File: src/rtl/pjr_pkg.sv
package pjr_pkg;
    typedef enum logic [1:0] {
        ST_HUNT  = 2'd0,
        ST_MEAS  = 2'd1,
        ST_BITS  = 2'd2,
        ST_STUCK = 2'd3
    } rx_state_e;

    localparam logic [1:0] ERR_NONE  = 2'b00;
    localparam logic [1:0] ERR_SHORT = 2'b01;
    localparam logic [1:0] ERR_LONG  = 2'b10;
    localparam logic [1:0] ERR_SYNC  = 2'b11;
endpackage

File: src/rtl/pjr_sync2.sv
module pjr_sync2 #(
    parameter int STAGES = 2
) (
    input  logic clk,
    input  logic rst_n,
    input  logic d,
    output logic q
);
    logic [STAGES-1:0] chain;

    generate
        for (genvar i = 0; i < STAGES; i++) begin : g_stage
            always_ff @(posedge clk or negedge rst_n) begin
                if (!rst_n) begin
                    chain[i] <= 1'b0;
                end else if (i == 0) begin
                    chain[i] <= d;
                end else begin
                    chain[i] <= chain[(i == 0) ? 0 : i-1];
                end
            end
        end
    endgenerate

    assign q = chain[STAGES-1];
endmodule

File: src/rtl/pjr_idle_timer.sv
module pjr_idle_timer #(
    parameter int LIMIT = 1000
) (
    input  logic clk,
    input  logic rst_n,
    input  logic clear,
    output logic idle
);
    localparam int CW = $clog2(LIMIT + 1);

    logic [CW-1:0] cnt;

    always_ff @(posedge clk or negedge rst_n) begin
        if (!rst_n) begin
            cnt <= '0;
        end else if (clear) begin
            cnt <= '0;
        end else if (cnt != CW'(LIMIT)) begin
            cnt <= cnt + 1'b1;
        end
    end

    assign idle = (cnt == CW'(LIMIT));
endmodule

File: src/rtl/pjr_rx.sv
module pjr_rx #(
    parameter int BIT_W   = 8,
    parameter int PAD_W   = 24,
    parameter int ACCEPT  = 16,
    parameter int TOL     = 4,
    parameter int IDLE_TO = 400,
    parameter int DW      = 8
) (
    input  logic          clk,
    input  logic          rst_n,
    input  logic          line_in,
    output logic          byte_valid,
    output logic [DW-1:0] byte_data,
    output logic          err_pulse,
    output logic [1:0]    err_kind,
    output logic          line_idle
);
    import pjr_pkg::*;

    localparam int HMAX = PAD_W + TOL;
    localparam int HALF = BIT_W / 2;
    localparam int HCW  = $clog2(HMAX + 1);
    localparam int PCW  = $clog2(BIT_W);
    localparam int BCW  = $clog2(DW + 1);

    logic            s_line;
    rx_state_e       state_q, state_d;
    logic [HCW-1:0]  hcnt_q, hcnt_d;
    logic [PCW-1:0]  pcnt_q, pcnt_d;
    logic [BCW-1:0]  bitn_q, bitn_d;
    logic [DW-1:0]   shf_q, shf_d;
    logic            ev_byte, ev_err;
    logic [1:0]      ev_kind;

    pjr_sync2 #(.STAGES(2)) u_sync (
        .clk   (clk),
        .rst_n (rst_n),
        .d     (line_in),
        .q     (s_line)
    );

    pjr_idle_timer #(.LIMIT(IDLE_TO)) u_idle (
        .clk   (clk),
        .rst_n (rst_n),
        .clear (state_q == ST_BITS),
        .idle  (line_idle)
    );

    // next-state and event logic
    always_comb begin
        state_d = state_q;
        hcnt_d  = hcnt_q;
        pcnt_d  = pcnt_q;
        bitn_d  = bitn_q;
        shf_d   = shf_q;
        ev_byte = 1'b0;
        ev_err  = 1'b0;
        ev_kind = ERR_NONE;
        unique case (state_q)
            ST_HUNT: begin
                if (s_line) begin
                    state_d = ST_MEAS;
                    hcnt_d  = HCW'(1);
                end
            end
            ST_MEAS: begin
                if (s_line) begin
                    if (hcnt_q == HCW'(HMAX)) begin
                        ev_err  = 1'b1;
                        ev_kind = ERR_LONG;
                        state_d = ST_STUCK;
                    end else begin
                        hcnt_d = hcnt_q + 1'b1;
                    end
                end else if (hcnt_q >= HCW'(ACCEPT)) begin
                    // falling edge cycle is phase 0 of the low pad bit
                    state_d = ST_BITS;
                    pcnt_d  = PCW'(1);
                    bitn_d  = '0;
                end else begin
                    ev_err  = 1'b1;
                    ev_kind = ERR_SHORT;
                    state_d = ST_HUNT;
                end
            end
            ST_BITS: begin
                if (pcnt_q == PCW'(BIT_W - 1)) begin
                    pcnt_d = '0;
                    bitn_d = bitn_q + 1'b1;
                    if (bitn_q == BCW'(DW)) begin
                        state_d = ST_HUNT;
                    end
                end else begin
                    pcnt_d = pcnt_q + 1'b1;
                end
                if (pcnt_q == PCW'(HALF)) begin
                    if (bitn_q == '0) begin
                        if (s_line) begin
                            ev_err  = 1'b1;
                            ev_kind = ERR_SYNC;
                            state_d = ST_HUNT;
                        end
                    end else begin
                        shf_d = {s_line, shf_q[DW-1:1]};
                        if (bitn_q == BCW'(DW)) begin
                            ev_byte = 1'b1;
                        end
                    end
                end
            end
            ST_STUCK: begin
                if (!s_line) begin
                    state_d = ST_HUNT;
                end
            end
            default: state_d = ST_HUNT;
        endcase
    end

    // state register
    always_ff @(posedge clk or negedge rst_n) begin
        if (!rst_n) begin
            state_q <= ST_HUNT;
            hcnt_q  <= '0;
            pcnt_q  <= '0;
            bitn_q  <= '0;
            shf_q   <= '0;
        end else begin
            state_q <= state_d;
            hcnt_q  <= hcnt_d;
            pcnt_q  <= pcnt_d;
            bitn_q  <= bitn_d;
            shf_q   <= shf_d;
        end
    end

    // registered outputs
    always_ff @(posedge clk or negedge rst_n) begin
        if (!rst_n) begin
            byte_valid <= 1'b0;
            byte_data  <= '0;
            err_pulse  <= 1'b0;
            err_kind   <= ERR_NONE;
        end else begin
            byte_valid <= ev_byte;
            if (ev_byte) begin
                byte_data <= shf_d;
            end
            err_pulse <= ev_err;
            err_kind  <= ev_err ? ev_kind : ERR_NONE;
        end
    end
endmodule

File: config.mk
export PLATFORM = sky130hd
export DESIGN_NAME = pjr_rx
export DESIGN_NICKNAME = d
export VERILOG_FILES = /design/src/rtl/pjr_pkg.sv /design/src/rtl/pjr_sync2.sv /design/src/rtl/pjr_idle_timer.sv /design/src/rtl/pjr_rx.sv
export SDC_FILE = /design/constraint.sdc
export NUM_CORES = 1
export LEC_CHECK = 0
export BUFFER_PORTS_ARGS = -buffer_cell sky130_fd_sc_hd__buf_2
export CAP_MARGIN = 15
export CORE_ASPECT_RATIO = 0.6
export CORE_MARGIN = 1
export CORE_UTILIZATION = 53
export CTS_BUF_LIST = sky130_fd_sc_hd__clkbuf_4 sky130_fd_sc_hd__clkbuf_8 sky130_fd_sc_hd__clkbuf_16
export DETAILED_ROUTE_END_ITERATION = 8
export GPL_TIMING_DRIVEN = 0
export PLACE_DENSITY = 0.76
export SYNTH_ARGS = -nofsm -noshare
export SYNTH_HDL_FRONTEND = slang
export SYNTH_SLANG_ARGS = --single-unit
File: constraint.sdc
create_clock -name clk -period 1.9 [get_ports clk]
set_input_delay 0.38 -clock clk [delete_from_list [all_inputs] [get_ports clk]]
set_output_delay 0.38 -clock clk [all_outputs]
set_load 0.02 [all_outputs]
Word level (Yosys, flattened, before mapping)
Index checks and enable logic that the tools add are counted.

word-level totals
  memories = 0
  logic and storage cells = 90
  bits in writable memories = 0
  output and inout port bits = 13
  latch bits = 0
  bits in registers = 45
  bits in read-only memories = 0
  input bits = 3

operators by class
  $add $sub $neg = 4
  reduce and logical (&&, ||, !) cells = 9
  shift operators = 0
  div/mod/pow operators = 0
  equal/unequal tests = 17
  bitwise operators = 0
  $lt $le $gt $ge = 1
  $mul = 0
  mux-type cells = 47

operators by type and width
  operator               number
  $mux W2                16
  $mux W8                3
  $mux W9                2
  $mux W5                3
  $mux W4                3
  $mux W1                11
  $ne A2 B2 Y1 const B   5
  $pmux W5 S2            1
  $add A9 B1 Y9 const B  1
  $eq A9 B9 Y1 const B   1
  $mux W3                3
  $ne A9 B9 Y1 const B   1
  $pmux W2 S4            1
  $pmux W4 S2            1
  $reduce_and A4 Y1      2
  $eq A3 B3 Y1 const B   2
  $pmux W3 S2            1
  $reduce_and A3 Y1      2
  $reduce_bool A2 Y1     3
  $add A5 B1 Y5 const B  1
  $eq A5 B5 Y1 const B   1
  $ge A5 B5 Y1 const B   1
  $add A4 B1 Y4 const B  1
  $eq A2 B2 Y1 const B   2
  other kinds (9)        10

Depth between registers and ports, before layout
  depth after elaboration = 7
  mapped depth = 8
  mapped depth without buffers = 6

Cells and area by module
A second synthesis with hierarchy kept.

second synthesis, totals
  cell total of the unflattened synthesis = 208
  area, all modules = 2347.3 µm²

by module, submodules not included
  module          area each (µm²)  seq. area each (µm²)  cells an instance  instances
  pjr_rx          1791.7           850.8                 156                1
  pjr_idle_timer  505.5            225.2                 50                 1
  pjr_sync2       50.0             50.0                  2                  1

Least setup slack after synthesis
OpenSTA, ideal clock, no wires.

  path kind = register to register
  start = register pcnt_q[0]
  end = register byte_data[0]
  slack = 0.145 ns
  required time = 1.775 ns
  cell stages (with the launch flop) = 8
  buffers on the path = 1
  arrival = 1.630 ns
  library setup time = 0.125 ns
  cell sequence = dfrtp_1 > inv_1 > ha_1 > nand3_1 > o21ba_1 > buf_6 > mux2_4 > mux2_2

between the ends
  cells in the longest elaborated chain, start to end = 3
  elaborated cells on any way between the ends = 5

ends and longest elaborated chain
  what                    line           RTL
  from (decl)             pjr_rx.sv:29   logic [PCW-1:0] pcnt_q, pcnt_d;
  from (signal assigned)  pjr_rx.sv:131  pcnt_q <= pcnt_d;
  $eq A3 B3 Y1            pjr_rx.sv:96   if (pcnt_q == PCW'(HALF)) begin
  $mux W8                 pjr_rx.sv:96
  $mux W8                 pjr_rx.sv:59   unique case (state_q)
  via shf_d[0]            pjr_rx.sv:31   logic [DW-1:0] shf_q, shf_d;
  to (signal assigned)    pjr_rx.sv:141  byte_data <= '0;
  to (signal assigned)    pjr_rx.sv:147  byte_data <= shf_d;
  to (decl)               pjr_rx.sv:13   output logic [DW-1:0] byte_data,

The timed path passes the listed nets, and every way through them passes these cells.
A chain may end at the register's enable or synchronous reset.

Worst setup path after layout
  start = register state_q[0]
  end = register byte_data[7]

between the ends
  cells in the longest elaborated chain, start to end = 2
  elaborated cells on any way between the ends = 3

ends and longest elaborated chain
  what                    line           RTL
  from (decl)             pjr_rx.sv:27   rx_state_e state_q, state_d;
  from (signal assigned)  pjr_rx.sv:129  state_q <= state_d;
  $eq A2 B2 Y1            pjr_rx.sv:59
  $mux W8                 pjr_rx.sv:59
  via shf_d[7]            pjr_rx.sv:31

The timed path passes the listed nets, and every way through them passes these cells.

==> out/metrics.yaml <==
clocking:
  cts_buffers: 5
  cts.htree.levels: 2
  cts_max_path_buffers: 2
  clock_sinks: 45
  cts_tree: "done"
  root_buffer: "clkbuf_8"
  clk_latency_ns: 0.30
  path_clk_slew_ns: 0.09
  holdBufCountCts: 0
cells_and_area:
  area_growth_pct: 13.8
  finalNetCount: 238
  fillers: 304
  drive_gt1_share_pct: 26.0
  final_util_pct: 66.2
  num_antenna_cells: 0
route:
  ant_nets: 0
  wire_per_inst_um: 14.1
  drc_errors: 0
  drt-vias-per-instance: 5.31
  drt_wl_total_mm: 3.94
  dr_total_vias: 1487
  drtIter0Drc: 54
  drt_first_pass_iters: 4
flow_run:
  cap_violations: 0
placed_design:
  place.gp.congestion: 0.797
  hpwl_mm: 2.75
  port-buffer-count: 15
global_routing:
  grt_pass1_vias: 1474
  grt_pass1_wl_mm: 6.96
  overflow: 0
  antenna_found_initial: 0
  grt_max_degree: 46
  grt_usage_pct: 20.6
power:
  leakage_nw: 1.25
  p_clk_share_pct: 28.4
  p_comb_share_pct: 23.9
  p_seq_share_pct: 47.6
  cellPowerDensity_nw_per_um2: 1000
  p_sw_mw: 0.819
  vdd_ir_drop_max_mv: 0.668
  power_switching_share_pct: 31.9
  internal_power_mw: 1.75
synth:
  syn_area_um2: 2250
  synthDistinctLibCells: 41
  yosys-top-cells-area: "dfrtp_1 (50%), ha_1 (7.2%), mux2_4 (5.3%)"
  syn_area_per_cell_um2: 11.3
  synth_nets: 215
  synth_area_leader_cell: "dfrtp_1"
  synth_warnings: 0
  synth.top_cell.area_share_pct: 50.0
  syn_inst: 199
  yosysSeqAreaShare_pct: 50.0
  ys_ff_latch: 45
timing:
  clock_skew_ns: 0.00856
  relSlewSlack_pct: 36.0
  hold_viol_final: 0
  drv_slew: 0
  period_needed_ns: 1.84
  finalSetupViolCount: 0
  tightest_slew_ns: 0.960
  max_freq_mhz: 544
  hold_ws_ns: 0.190
  fin_crit_sh_pct: 96.7
worst_setup_path:
  rrSetupSlack_ns: 0.06
  cp.required_ns: 2.08
  worst_setup_path_start_kind: "register"
  worstSetupPathType: "register to register"
  cp.arrival_ns: 2.02
  critPathCaptureType: "register"
  cp_max_fo: 8
floorplanning:
  die_h_um: 52.5
  pin_count: 16
  die_w_um: 86.2
  die_area_um2: 4520
  num_rows: 17
  start_util_pct: 58.2
  core_um2: 3870
status:
  run_status: "complete, no violations"
worst_hold_path:
  hold_path_class: "input port to register"
==> cell usage after synthesis, drive strengths merged <==
library cell / count
o311a: 1
ha: 13
a22oi: 3
a22o: 5
o22ai: 1
nand4b: 1
inv: 13
mux2: 18
nor3: 2
and3: 3
nor4b: 3
nand3b: 1
and3b: 1
nand2b: 4
clkbuf: 4
o21ai: 10
xor2: 3
nor2b: 2
nand3: 9
nand2: 12
a32o: 2
nor2: 14
xnor2: 6
a21o: 1
nand4: 4
dfrtp: 45
a21oi: 5
a21boi: 3
o21ba: 1
a211oi: 1
buf: 4
and4: 1
mux2i: 2
and2: 1
==> layout by cell type (no fill, tap or decap), types with 4 or more instances in the layout <==
cell type   n
dfrtp_1    45
buf_2      17
nor2_1     14
inv_1      12
nand2_1    12
mux2_2     10
ha_1       10
o21ai_0     9
mux2_4      8
nand3_1     8
xnor2_1     6
a21oi_1     5
clkbuf_8    5
buf_4       4
nand4_1     4
a22o_1      4
==> state kept, by name, summed over array words and instances, names as in the netlist <==
| signal | cells |
|---|---|
| bitn_q | 4 |
| byte_data | 8 |
| byte_valid | 1 |
| err_kind | 2 |
| err_pulse | 1 |
| hcnt_q | 5 |
| pcnt_q | 3 |
| shf_q | 8 |
| state_q | 2 |
| u_idle.cnt | 9 |
| u_sync.chain | 1 |
| u_sync.q | 1 |
==> power groups by stage <==
stage	registers, mW	clock network (mW)	logic, mW
detailed placement	1.24	0	0.580
finish	1.22	0.731	0.615
global placement	1.23	0	0.550
floorplan	1.22	0	0.419
CTS	1.21	0.754	0.608
global route	1.25	0.793	0.714
==> worst paths after layout <==
kind / startpoint / end / cells past startpoint
max: state_q[0]$_DFFE_PN0P_ / byte_data[7]$_DFFE_PN0P_ / 6
min: line_in / u_sync.chain[0]$_DFF_PN0_ / 1
max reg2reg: state_q[0]$_DFFE_PN0P_ / byte_data[7]$_DFFE_PN0P_ / 6
min reg2reg: u_sync.chain[0]$_DFF_PN0_ / u_sync.q$_DFF_PN0_ / 0
max in group asynchronous: rst_n / u_idle.cnt[1]$_DFFE_PN0P_ / 1
min in group asynchronous: rst_n / hcnt_q[1]$_DFFE_PN0P_ / 1
==> stage by stage <==
step                      worst slack [ns]  TNS (ns)  area [um^2]  instances  power, mW
after floorplan                      0.145         0         2250        199       1.64
after global placement              0.0151         0         2400        271       1.78
after detailed placement           -0.0167   -0.0312         2400        271       1.82
after CTS                           0.0101         0         2550        282       2.57
after global routing               -0.0202   -0.0686         2560        280       2.75
final                               0.0628         0         2560        280       2.57
==> critical path: stages, from the launching register on <==
cell	delay (ns)
dfrtp_1	0.39
inv_1	0.10
ha_2	0.19
nand3_2	0.09
o21ba_4	0.35
mux2_4	0.33
mux2_2	0.27
==> area by class of cell <==
cell class | count | area, um^2 | area share [%]
Sequential cell | 45 | 1130 | 43.9
Buffer | 6 | 28.8 | 1.12
Clock inverter | 2 | 38.8 | 1.51
Multi-Input combinational cell | 133 | 1080 | 42.0
Inverter | 13 | 48.8 | 1.90
Tap cell | 57 | 71.3 | 2.78
Clock buffer | 6 | 76.3 | 2.98
Timing Repair Buffer | 18 | 97.6 | 3.81
==> cell families (layout without fill, tap and decap cells) <==
family                     count (synthesis)  in the layout  synth area share (%)
and+or+nand+nor                           58             58                  13.9
DFF                                       45             45                  50.0
AOI/OAI and AO/OA                         33             33                  10.1
buffers and inverters                     21             45                  4.11
muxes                                     20             20                  11.2
adders and majority gates                 13             13                  7.22
xor gates and xnor gates                   9              9                  3.50
==> metal layers <==
layer / GRT usage [%] / wire length (um)
met1: 32.0 / 2180
met2: 28.2 / 1610
met3: 4.88 / 154
met4: 5.56 / 0
met5: 0 / 0
==> timing repair <==
action	in CTS	in global routing
buffers inserted	3	0
pin swaps	1	1
gates resized for setup	3	6
endpoints found under the setup margin	9	19
Power figures use the tool's default switching activity.
